===== config.mk =====
export PLATFORM = sky130hd
export DESIGN_NAME = refresh_pm_seq
export DESIGN_NICKNAME = d
export VERILOG_FILES = /design/src/rtl/rps_pkg.sv /design/src/rtl/rps_tick_gen.sv /design/src/rtl/rps_owed_ctr.sv /design/src/rtl/rps_fsm.sv /design/src/rtl/refresh_pm_seq.sv
export SDC_FILE = /design/constraint.sdc
export NUM_CORES = 1
export LEC_CHECK = 0
export BUFFER_PORTS_ARGS = -buffer_cell sky130_fd_sc_hd__buf_4
export CAP_MARGIN = 20
export CORE_ASPECT_RATIO = 1.4
export CORE_MARGIN = 5
export CORE_UTILIZATION = 35
export CTS_CLUSTER_SIZE = 20
export DETAILED_ROUTE_END_ITERATION = 12
export PLACE_DENSITY = 0.58
export SETUP_SLACK_MARGIN = 0.15
export SYNTH_ARGS = -nofsm -noshare
export SYNTH_HDL_FRONTEND = slang
export SYNTH_SLANG_ARGS = --single-unit

===== constraint.sdc =====
create_clock -name clk -period 4.8 [get_ports clk]
set_input_delay 0.48 -clock clk [delete_from_list [all_inputs] [get_ports clk]]
set_output_delay 0.48 -clock clk [all_outputs]
set_load 0.03 [all_outputs]

===== src/rtl/rps_pkg.sv =====
package rps_pkg;

  typedef enum logic [1:0] {
    CMD_NOP = 2'd0,
    CMD_REF = 2'd1,
    CMD_SRE = 2'd2
  } cmd_e;

  typedef enum logic [2:0] {
    ST_IDLE,
    ST_REQ_REF,
    ST_REF,
    ST_TRFC,
    ST_REQ_SR,
    ST_SRE,
    ST_SR,
    ST_WAKE
  } st_e;

  // refresh interval for the current temperature range
  function automatic int unsigned rps_interval(int unsigned base, logic hot);
    return hot ? (base / 2) : base;
  endfunction

  // saturating up/down step for the refresh debt
  function automatic int unsigned rps_owed_step(int unsigned cur, int unsigned cap,
                                                logic up, logic dn);
    if (up && !dn)
      return (cur < cap) ? cur + 1 : cur;
    if (dn && !up)
      return (cur > 0) ? cur - 1 : 0;
    return cur;
  endfunction

endpackage


===== src/rtl/rps_tick_gen.sv =====
module rps_tick_gen
  import rps_pkg::*;
#(
  parameter int unsigned BASE_INTERVAL = 2080
) (
  input  logic clk,
  input  logic rst_n,
  input  logic hot_i,
  input  logic restart_i,
  output logic tick_o
);
  localparam int unsigned CW = $clog2(BASE_INTERVAL + 1);

  logic [CW-1:0] cnt_q;
  logic [CW-1:0] reload;

  assign reload = CW'(rps_interval(BASE_INTERVAL, hot_i) - 1);
  assign tick_o = (cnt_q == '0) && !restart_i;

  always_ff @(posedge clk) begin
    if (!rst_n)
      cnt_q <= CW'(BASE_INTERVAL - 1);
    else if (restart_i || cnt_q == '0)
      cnt_q <= reload;
    else
      cnt_q <= cnt_q - 1'b1;
  end
endmodule


===== src/rtl/rps_owed_ctr.sv =====
module rps_owed_ctr
  import rps_pkg::*;
#(
  parameter int unsigned MAX_OWED = 8,
  localparam int unsigned OW = $clog2(MAX_OWED + 1)
) (
  input  logic          clk,
  input  logic          rst_n,
  input  logic          inc_i,
  input  logic          dec_i,
  input  logic          clr_i,
  output logic [OW-1:0] owed_o,
  output logic          pending_o
);
  logic [OW-1:0] owed_q;

  always_ff @(posedge clk) begin
    if (!rst_n || clr_i)
      owed_q <= '0;
    else
      owed_q <= OW'(rps_owed_step(int'(owed_q), MAX_OWED, inc_i, dec_i));
  end

  assign owed_o    = owed_q;
  assign pending_o = (owed_q != '0);
endmodule


===== src/rtl/rps_fsm.sv =====
module rps_fsm
  import rps_pkg::*;
#(
  parameter int unsigned TRFC_CYC = 28,
  parameter int unsigned XSR_CYC  = 200
) (
  input  logic       clk,
  input  logic       rst_n,
  input  logic       pending_i,
  input  logic       sleep_req_i,
  input  logic       wake_req_i,
  input  logic       gnt_i,
  input  logic       banks_idle_i,
  output logic [1:0] cmd_o,
  output logic       cke_o,
  output logic       own_req_o,
  output logic       ref_issue_o,
  output logic       sr_active_o,
  output logic       in_sr_o
);
  localparam int unsigned TMAX = (TRFC_CYC > XSR_CYC) ? TRFC_CYC : XSR_CYC;
  localparam int unsigned TW   = $clog2(TMAX + 1);

  st_e           st_q, st_d;
  logic [TW-1:0] tmr_q, tmr_d;
  logic          bus_ready;

  assign bus_ready = gnt_i && banks_idle_i;

  always_comb begin
    st_d  = st_q;
    tmr_d = tmr_q;
    case (st_q)
      ST_IDLE: begin
        if (pending_i)        st_d = ST_REQ_REF;
        else if (sleep_req_i) st_d = ST_REQ_SR;
      end
      ST_REQ_REF: if (bus_ready) st_d = ST_REF;
      ST_REF: begin
        st_d  = ST_TRFC;
        tmr_d = TW'(TRFC_CYC - 2);
      end
      ST_TRFC: begin
        if (tmr_q == '0) st_d = pending_i ? ST_REF : ST_IDLE;
        else             tmr_d = tmr_q - 1'b1;
      end
      ST_REQ_SR: begin
        if (!sleep_req_i)   st_d = ST_IDLE;
        else if (bus_ready) st_d = ST_SRE;
      end
      ST_SRE: st_d = ST_SR;
      ST_SR: begin
        if (wake_req_i) begin
          st_d  = ST_WAKE;
          tmr_d = TW'(XSR_CYC - 1);
        end
      end
      ST_WAKE: begin
        if (tmr_q == '0) st_d = ST_IDLE;
        else             tmr_d = tmr_q - 1'b1;
      end
      default: st_d = ST_IDLE;
    endcase
  end

  always_ff @(posedge clk) begin
    if (!rst_n) begin
      st_q  <= ST_IDLE;
      tmr_q <= '0;
    end else begin
      st_q  <= st_d;
      tmr_q <= tmr_d;
    end
  end

  assign ref_issue_o = (st_q == ST_REF);
  assign in_sr_o     = (st_q == ST_SR);
  assign sr_active_o = (st_q == ST_SRE) || (st_q == ST_SR) || (st_q == ST_WAKE);
  assign cke_o       = !((st_q == ST_SRE) || (st_q == ST_SR));
  assign own_req_o   = (st_q != ST_IDLE);
  assign cmd_o       = (st_q == ST_REF) ? CMD_REF :
                       (st_q == ST_SRE) ? CMD_SRE : CMD_NOP;
endmodule


===== src/rtl/refresh_pm_seq.sv =====
module refresh_pm_seq
  import rps_pkg::*;
#(
  parameter int unsigned BASE_INTERVAL = 2080,
  parameter int unsigned TRFC_CYC      = 28,
  parameter int unsigned MAX_OWED      = 8,
  parameter int unsigned XSR_CYC       = 200
) (
  input  logic       clk,
  input  logic       rst_n,
  input  logic       hot_i,
  input  logic       gnt_i,
  input  logic       banks_idle_i,
  input  logic       sleep_req_i,
  input  logic       wake_req_i,
  output logic       own_req_o,
  output logic [1:0] cmd_o,
  output logic       cke_o
);
  localparam int unsigned OW = $clog2(MAX_OWED + 1);

  // named internal events, visible to the bound checker
  logic          tick;
  logic          ref_issue;
  logic          sr_active;
  logic          in_sr;
  logic          pending;
  logic [OW-1:0] owed;

  rps_tick_gen #(.BASE_INTERVAL(BASE_INTERVAL)) u_tick (
    .clk       (clk),
    .rst_n     (rst_n),
    .hot_i     (hot_i),
    .restart_i (sr_active),
    .tick_o    (tick)
  );

  rps_owed_ctr #(.MAX_OWED(MAX_OWED)) u_owed (
    .clk       (clk),
    .rst_n     (rst_n),
    .inc_i     (tick),
    .dec_i     (ref_issue),
    .clr_i     (sr_active),
    .owed_o    (owed),
    .pending_o (pending)
  );

  rps_fsm #(.TRFC_CYC(TRFC_CYC), .XSR_CYC(XSR_CYC)) u_fsm (
    .clk          (clk),
    .rst_n        (rst_n),
    .pending_i    (pending),
    .sleep_req_i  (sleep_req_i),
    .wake_req_i   (wake_req_i),
    .gnt_i        (gnt_i),
    .banks_idle_i (banks_idle_i),
    .cmd_o        (cmd_o),
    .cke_o        (cke_o),
    .own_req_o    (own_req_o),
    .ref_issue_o  (ref_issue),
    .sr_active_o  (sr_active),
    .in_sr_o      (in_sr)
  );
endmodule


==> results of run 1 <==
Yosys cell counts, drive strengths merged (2+ instances only):
master,n
nor4b,2
a21o,3
clkbuf,7
nor2,17
ha,6
o311ai,2
mux2i,2
buf,2
nand2b,4
or3,6
or4b,2
o21ai,20
o21a,2
inv,11
dfxtp,27
nand4,2
or4,3
o211a,2
o31ai,5
a21oi,17
xnor2,2
nand3,12
or2,2
nand2,20
nor3,10
and2,4
layer usage:
metal	GRT usage	up-vias	routed length, µm	part of all wire
met5	0	-	0	0
met3	0.02120	2	98	0.028
li1	-	776	-	-
met4	0.04061	0	31	0.0089
met2	0.1952	20	1724	0.50
met1	0.1579	681	1627	0.47
per-stage QoR:
step	worst slack, ns	instance area, µm²	cells	power (W)
final	1.881	1772	277	0.0006248
after global routing	1.514	1772	277	0.0006682
after CTS	1.893	1772	277	0.0006324
after detailed placement	1.909	1723	273	0.0004941
after global placement	1.989	1723	273	0.0004948
after floorplan	2.292	1602	209	0.0004417
registers in the layout, summed over array words and instances (netlist names):
register and count:
u_tick.cnt_q 12, u_owed.owed_o 4, u_fsm.st_q 3, u_fsm.tmr_q 8
kinds of logic (layout without fill, tap and decap cells):
kind of cell	Yosys count	in the layout	synth area share
and+or+nand+nor	88	88	0.2836
muxes	2	2	0.01250
AOI/OAI and AO/OA	62	62	0.2508
buffers and inverters	21	27	0.05234
adders and majority gates	6	6	0.04687
xor gates and xnor gates	3	3	0.01641
DFF	27	27	0.3375
power by group through the flow:
stage | registers [W] | clock network (W) | logic (W)
2_1_floorplan | 0.000266 | 0 | 0.000175
3_3_place_gp | 0.000287 | 0 | 0.000207
3_5_place_dp | 0.000287 | 0 | 0.000207
4_1_cts | 0.000283 | 0.000142 | 0.000208
5_1_grt | 0.000288 | 0.000148 | 0.000232
6_report | 0.000284 | 0.000134 | 0.000207
worst min-delay path by stage:
stage                               start         endpoint  slack [ns]  depth (start not counted)
after detailed placement  u_tick.cnt_q[0]  u_tick.cnt_q[0]        0.44                          1
after floorplan           u_tick.cnt_q[0]  u_tick.cnt_q[0]        0.41                          1
after CTS                 u_tick.cnt_q[0]  u_tick.cnt_q[0]        0.47                          1
final                     u_tick.cnt_q[0]  u_tick.cnt_q[0]        0.47                          1
after global placement    u_tick.cnt_q[0]  u_tick.cnt_q[0]        0.44                          1
after global routing                rst_n  u_tick.cnt_q[3]        0.50                          2
final cells by class:
type | count | share of cell area
Timing Repair Buffer | 11 | 0.04661
Inverter | 12 | 0.02542
Tap cell | 62 | 0.04379
Clock buffer | 3 | 0.02331
Multi-Input combinational cell | 161 | 0.5516
Sequential cell | 27 | 0.3051
Clock inverter | 1 | 0.004237
==> out/qor.txt, run 1 <==
Critical Path AT: 3.08 ns
Post-synthesis sequential area ratio: 0.3375
Commonest non-fill, non-tap cell in the layout: dfxtp_1
Final Util: 0.3938
Crit. End Element: register
PostCTS Resize Cnt: 0
Drt initial violations: 82
Avg Inst Size Synth: 7.663 µm²
Share of layout cells above drive strength 1: 0.1116
CP Capture Point: u_owed.owed_o[0]
Multi-input gate area: 977.2 µm²
RR Endpoint: u_owed.owed_o[0]
Minimum clock period after layout: 2.919 ns
Critical path buffer and inverter count: 1
Final setup viols: 0
NumNets Final: 229
CP top delay family: simple AND/OR/NAND/NOR gates
CTS tree: yes
WL final: 3.482 mm
RSZ-0062 raised after global routing: no
Post-synth EDFFs: 0
Register bit count reported by yosys: 27
Final Slew Violations: 0
Antenna Nets Post-Route: 0
Max VDD drop: 168.6 µV
Hold_ws: 0.4671 ns
Switching share of total power: 0.3760
Run status: complete, no violations
Grt ovf: 0
Fillers: 493
Post-DP HPWL: 2.489 mm
Total negative setup slack: 0 ns
Pre-antenna DRT Iters: 4
Die area: 0.006048 mm²
Hold Path Class: register to register
Sequential power share: 0.454
Crit start category: register
CP max stage delay: 0.50 ns
First-pass GRT wire length: 5.913 mm
Synth Net Count: 222
# IOs: 11
Reg2Reg Depth: 11
Top FF cell, synth: dfxtp_1
Worst r2r src: u_tick.cnt_q[6]
H-Tree Depth: 1
Cell area power density: 352.7 mW/mm²
Worst-path cell chain: or3_1 -> nor4_1 -> nor4b_1 -> nand2_1 -> inv_1 -> ha_1 -> nand2b_1 -> nor2_1 -> a21oi_1 -> or3_1 -> a21oi_1
Gr usage total: 0.1206
Yosys top cell by area: dfxtp_1
Cells after synthesis: 209
Clock transition at the registers of the reported paths: 0.10 ns
Synth cell types: 48
Area of the core: 0.004499 mm²
Post-CTS setup buffers: 0
Antenna violations before repair: 0
CTS root buf: clkbuf_8
Main area contributors after synthesis: dfxtp_1 34%, o21ai_0 5.9%, a21oi_1 5.3%
Cell Rows: 29
Levels on crit path: 11
CTS buffer count: 3
Clock Skew: 0.003318 ns
Headroom to the max-slew limit: 0.5786
Setup Crit Path Kind: register to register
Vias/cell: 5.339
Req. time, crit path: 4.96 ns
Slew @ Worst Pin: 0.6273 ns
Die X: 67.17 µm
Worst-path cell with the longest stage delay: nor4b_1
Port-buffer cells: 10
Clock share of power: 0.214
Final Cycle Share: 0.6082
DIE HEIGHT: 90.04 µm
Max Fclk: 342.6 MHz
Crit. Startpoint: u_tick.cnt_q[6]
# diodes: 0
GPL Wtd Cong: 0.8911
Internal: 0.0003899 W
Vias: 1479
Register area: 540.5 µm²
Reg2reg setup slack: 1.88 ns
Hold Buf Count CTS: 0
Clk sinks: 27
WL per Instance: 12.57 µm
Share of the synthesized area in the top cell type: 0.3375
CTS Buffer Depth: 2
Largest net degree at the start of global routing: 20
# DRC: 0
CP max FO: 7
Logic pwr share: 0.332
Switching power: 0.0002349 W
Commonest cells after routing, fill and taps aside: 27 x dfxtp_1, 20 x nand2_1, 19 x o21ai_0
Max_cap viols: 0
Worst skew pair latency: 0.27 ns
Ys async rst share: 0
Starting density of the core: 0.3560
Hold Violations, Final: 0
Number of global-route vias before repair: 1328
Area Growth Syn to Fin: 10.63%
Post-Synthesis Cell Area: 0.001602 mm²
Yosys warns: 0
Static leakage: 0.6643 nW
Note: power is estimated with default switching activity, not from simulation.
==> inputs of run 2 (changes only) <==
--- a/config.mk
+++ b/config.mk
@@ -12,7 +12,7 @@
 export CORE_UTILIZATION = 35
 export CTS_CLUSTER_SIZE = 20
 export DETAILED_ROUTE_END_ITERATION = 12
-export PLACE_DENSITY = 0.58
+export PLACE_DENSITY = 0.6
 export SETUP_SLACK_MARGIN = 0.15
 export SYNTH_ARGS = -nofsm -noshare
 export SYNTH_HDL_FRONTEND = slang
==> constraint.sdc (replaced) <==
create_clock -name clk -period 2.35 [get_ports clk]
set_input_delay 0.235 -clock clk [delete_from_list [all_inputs] [get_ports clk]]
set_output_delay 0.235 -clock clk [all_outputs]
set_load 0.03 [all_outputs]
==> out/qor.txt, run 2 (synthesis results as in run 1) <==
RSZ-0062 raised after global routing: yes
Number of global-route vias before repair: 1390
Final Util: 0.4310
Minimum clock period after layout: 2.111 ns
CTS root buf: clkbuf_8
Clock Skew: 0.001835 ns
Gr usage total: 0.1205
Reg2Reg Depth: 10
Post-route cell area: 0.001939 mm²
Crit. End Element: register
Final Slew Violations: 0
Port-buffer cells: 10
# IOs: 11
CP Capture Point: u_owed.owed_o[3]
CTS tree: yes
Run status: complete, no violations
DIE HEIGHT: 90.04 µm
Cell area power density: 691.1 mW/mm²
CTS buffer count: 3
Max_cap viols: 0
Antenna violations before repair: 0
Req. time, crit path: 2.51 ns
Hold Path Class: input port to register
Clock transition at the registers of the reported paths: 0.10 ns
Critical Path AT: 2.27 ns
Share of layout cells above drive strength 1: 0.2009
Antenna Nets Post-Route: 0
RR Endpoint: u_owed.owed_o[3]
Placed cell area: 0.001800 mm²
Vias/cell: 5.217
NumNets Final: 238
Grt ovf: 0
WL final: 3.576 mm
Starting density of the core: 0.3560
# DRC: 0
Placed cell count: 279
Fillers: 490
# diodes: 0
CP max FO: 6
Crit start category: register
Commonest non-fill, non-tap cell in the layout: dfxtp_1
Worst skew pair latency: 0.27 ns
GPL Wtd Cong: 0.7576
Finished Layout Cells: 286
WL per Instance: 12.50 µm
Setup Crit Path Kind: register to register
Final setup viols: 0
Die area: 0.006048 mm²
Max Fclk: 473.7 MHz
Pre-antenna DRT Iters: 4
Worst r2r src: u_tick.cnt_q[6]
H-Tree Depth: 1
Crit. Startpoint: u_tick.cnt_q[6]
Cell Rows: 29
Clk sinks: 27
Headroom to the max-slew limit: 0.6186
Final Cycle Share: 0.8982
Biggest register: u_tick.cnt_q
Slew @ Worst Pin: 0.5677 ns
Post-DP HPWL: 2.612 mm
Max FFs per register: 12
Hold Buf Count CTS: 0
Drt initial violations: 113
Largest net degree at the start of global routing: 20
Reg2reg setup slack: 0.24 ns
CTS Buffer Depth: 2
Die X: 67.17 µm
Vias: 1492
Commonest cells after routing, fill and taps aside: 26 x dfxtp_1, 20 x nand2_1, 20 x buf_4
Static leakage: 0.7201 nW
Hold Violations, Final: 0
Area Growth Syn to Fin: 21.09%
First-pass GRT wire length: 5.947 mm
Total negative setup slack: 0 ns
Max VDD drop: 259.8 µV
Area of the core: 0.004499 mm²
run 2: cell types whose count changed in the layout (fill, tap and decap cells not counted), sizes merged:
cell / before / now
buf: 11 / 20
run 2: what timing repair did:
action,4_1_cts,5_1_grt
pin swaps,0,5
buffers inserted,0,3
gates resized for setup,4,12
cloned,0,0
endpoints found under the setup margin,4,11
run 2: cell type report:
type,count,area (µm²),area share
multi-input combinational,161,1074,0.5535
sequential,27,544.3,0.2806
timing repair buffer,20,150.1,0.07742
tap,62,77.57,0.04000
inverter,12,45.04,0.02323
clock buffer,3,41.29,0.02129
clock inverter,1,7.507,0.003871
run 2: routing by layer:
layer,part of all wire,GRT usage,vias up
met3,0.025,0.02244,5
met5,0,0,-
met2,0.49,0.2084,11
li1,-,-,783
met4,0.012,0.03553,0
met1,0.47,0.1469,693
run 2: per-stage QoR:
step | total power, W | setup WS [ns] | hold WS, ns
global route | 0.001431 | 0.06991 | 0.2482
CTS | 0.001329 | 0.1627 | 0.2398
finish | 0.001340 | 0.2392 | 0.2475
global placement | 0.001043 | 0.1195 | 0.4230
floorplan | 0.0009108 | 0.1526 | 0.4062
detailed placement | 0.001043 | 0.09378 | 0.4361
run 2: worst min-delay path by stage:
| stage | startpoint | to | slack [ns] | cells after the start |
|---|---|---|---|---|
| floorplan | u_tick.cnt_q[0] | u_tick.cnt_q[0] | 0.41 | 1 |
| global route | rst_n | u_tick.cnt_q[3] | 0.25 | 2 |
| CTS | rst_n | u_tick.cnt_q[3] | 0.24 | 2 |
| detailed placement | u_tick.cnt_q[0] | u_tick.cnt_q[0] | 0.44 | 1 |
| finish | rst_n | u_tick.cnt_q[3] | 0.25 | 2 |
| global placement | u_tick.cnt_q[0] | u_tick.cnt_q[0] | 0.42 | 1 |
run 2: worst max-delay path: stages (launching register included):
cell and delay [ns]:
dfxtp_4 0.36, or3_4 0.38, nor4_4 0.17, nor4b_4 0.25
nand2_1 0.12, inv_2 0.08, ha_4 0.15, nand2b_4 0.15
nor3_2 0.05, o31ai_1 0.20, a21oi_1 0.08
run 2: where the power goes:
| part | leakage [nW] | switching [W] | internal [W] |
|---|---|---|---|
| registers | 0.220 | 0.0000619 | 0.000503 |
| logic | 0.479 | 0.000291 | 0.000211 |
| clock network | 0.0217 | 0.000154 | 0.000120 |
| total | 0.720 | 0.000506 | 0.000834 |
==> inputs of run 3 (changes only) <==
--- a/config.mk
+++ b/config.mk
@@ -14,6 +14,7 @@
 export DETAILED_ROUTE_END_ITERATION = 12
 export PLACE_DENSITY = 0.6
 export SETUP_SLACK_MARGIN = 0.15
+export SKIP_CTS_REPAIR_TIMING = 1
 export SYNTH_ARGS = -nofsm -noshare
 export SYNTH_HDL_FRONTEND = slang
 export SYNTH_SLANG_ARGS = --single-unit
==> constraint.sdc (replaced) <==
create_clock -name clk -period 2.35 [get_ports clk]
set_input_delay 0.1175 -clock clk [delete_from_list [all_inputs] [get_ports clk]]
set_output_delay 0.1175 -clock clk [all_outputs]
set_load 0.03 [all_outputs]
==> out/qor.txt, run 3 (synthesis results as in run 1) <==
Antenna Nets Post-Route: 0
Antenna violations before repair: 0
Critical path buffer and inverter count: 1
Minimum clock period after layout: 2.198 ns
Die X: 67.17 µm
Max_cap viols: 0
Hold Path Class: input port to register
WL per Instance: 12.93 µm
Commonest non-fill, non-tap cell in the layout: dfxtp_1
Clock transition at the registers of the reported paths: 0.09 ns
GPL Wtd Cong: 0.7991
Final Slew Violations: 0
Headroom to the max-slew limit: 0.5764
CP top delay family: simple AND/OR/NAND/NOR gates
Clock Skew: 0.003304 ns
CTS buffer count: 3
CP max FO: 4
Slew @ Worst Pin: 0.6340 ns
Gr usage total: 0.1310
Max VDD drop: 399.7 µV
Req. time, crit path: 2.51 ns
Die area: 0.006048 mm²
Worst-path cell chain: or3_4 -> nor4_4 -> nor4b_4 -> nand2_1 -> inv_2 -> ha_4 -> nand2b_4 -> nor3_1 -> o31ai_1 -> a21oi_1
Port-buffer cells: 10
Area of the core: 0.004499 mm²
Pre-antenna DRT Iters: 4
Grt ovf: 0
# DRC: 0
Number of global-route vias before repair: 1448
Biggest register: u_tick.cnt_q
Vias: 1542
# IOs: 11
Share of layout cells above drive strength 1: 0.2089
Crit. End Element: register
Post-DP HPWL: 2.711 mm
Crit start category: register
RSZ-0062 raised after global routing: yes
Static leakage: 0.7257 nW
CTS Buffer Depth: 2
Cell area power density: 694.1 mW/mm²
# diodes: 0
Max FFs per register: 12
Worst-path cell with the longest stage delay: or3_4
Run status: complete, no violations
Final Cycle Share: 0.9352
First-pass GRT wire length: 6.375 mm
Vias/cell: 5.373
Placed cell area: 0.001800 mm²
Fillers: 475
Post-route cell area: 0.001941 mm²
Setup Crit Path Kind: register to register
Largest net degree at the start of global routing: 20
Worst skew pair latency: 0.27 ns
Clk sinks: 27
Critical Path AT: 2.36 ns
Starting density of the core: 0.3560
Max Fclk: 455.0 MHz
Drt initial violations: 94
Final setup viols: 0
Cell Rows: 29
Total negative setup slack: 0 ns
WL final: 3.711 mm
CTS root buf: clkbuf_8
NumNets Final: 239
CP max stage delay: 0.40 ns
Commonest cells after routing, fill and taps aside: 22 x dfxtp_1, 21 x buf_4, 20 x nand2_1
DIE HEIGHT: 90.04 µm
CTS tree: yes
H-Tree Depth: 1
Area Growth Syn to Fin: 21.17%
Hold Violations, Final: 0
[run 3: changes by cell type in the layout (fill, tap and decap cells not counted), sizes merged]
cell      before  now
buf           20   21
clkinvlp       1    0
clkbuf         3    4
[run 3: metrics by stage]
step | worst slack [ns] | instances | power (W) | hold slack, ns | utilization
after floorplan | 0.1526 | 209 | 0.0009108 | 0.2974 | -
after global placement | 0.08018 | 279 | 0.001043 | 0.4180 | 0.4002
final | 0.1523 | 287 | 0.001347 | 0.1368 | 0.4313
after global routing | 0.02764 | 287 | 0.001449 | 0.1297 | 0.4313
after CTS | 0.02790 | 283 | 0.001323 | 0.1345 | 0.4102
after detailed placement | 0.06576 | 279 | 0.001050 | 0.4241 | 0.4002
[run 3: worst paths after layout]
| kind | from | to | slack, ns | depth (start not counted) |
|---|---|---|---|---|
| setup / recovery | u_tick.cnt_q[8] | u_owed.owed_o[3] | 0.15 | 10 |
| hold / removal | rst_n | u_tick.cnt_q[3] | 0.14 | 2 |
| setup reg to reg | u_tick.cnt_q[8] | u_owed.owed_o[3] | 0.15 | 10 |
| hold reg to reg | u_tick.cnt_q[0] | u_tick.cnt_q[0] | 0.46 | 1 |
[run 3: area by class of cell]
class	count	area [µm²]	share of cell area
well taps	62	77.57	0.03997
multi-input cells	161	1069	0.5506
repair buffers	21	157.7	0.08124
clock buffers	4	45.04	0.02321
inverters	12	45.04	0.02321
flip-flops and latches	27	546.8	0.2818
[run 3: worst register-to-register path, cell delays in order (launching register included)]
cell	delay, ns
dfxtp_2	0.33
or3_4	0.40
nor4_4	0.25
nor4b_4	0.26
nand2_1	0.12
inv_2	0.08
ha_4	0.13
nand2b_4	0.15
nor3_1	0.06
o31ai_1	0.21
a21oi_1	0.09
[run 3: routing by layer]
layer	vias up	global-route usage	part of all wire
li1	787	-	-
met1	724	0.1608	0.43
met2	24	0.2182	0.51
met3	7	0.02494	0.040
met4	0	0.05245	0.019
met5	-	0	0
[run 3: where the power goes]
part,switching (W),leakage (nW),internal [W],total (W)
Combinational,0.000291,0.483,0.000213,0.000504
Sequential,0.0000660,0.220,0.000505,0.000571
Clock,0.000149,0.0228,0.000122,0.000271
Total,0.000507,0.726,0.000840,0.00135
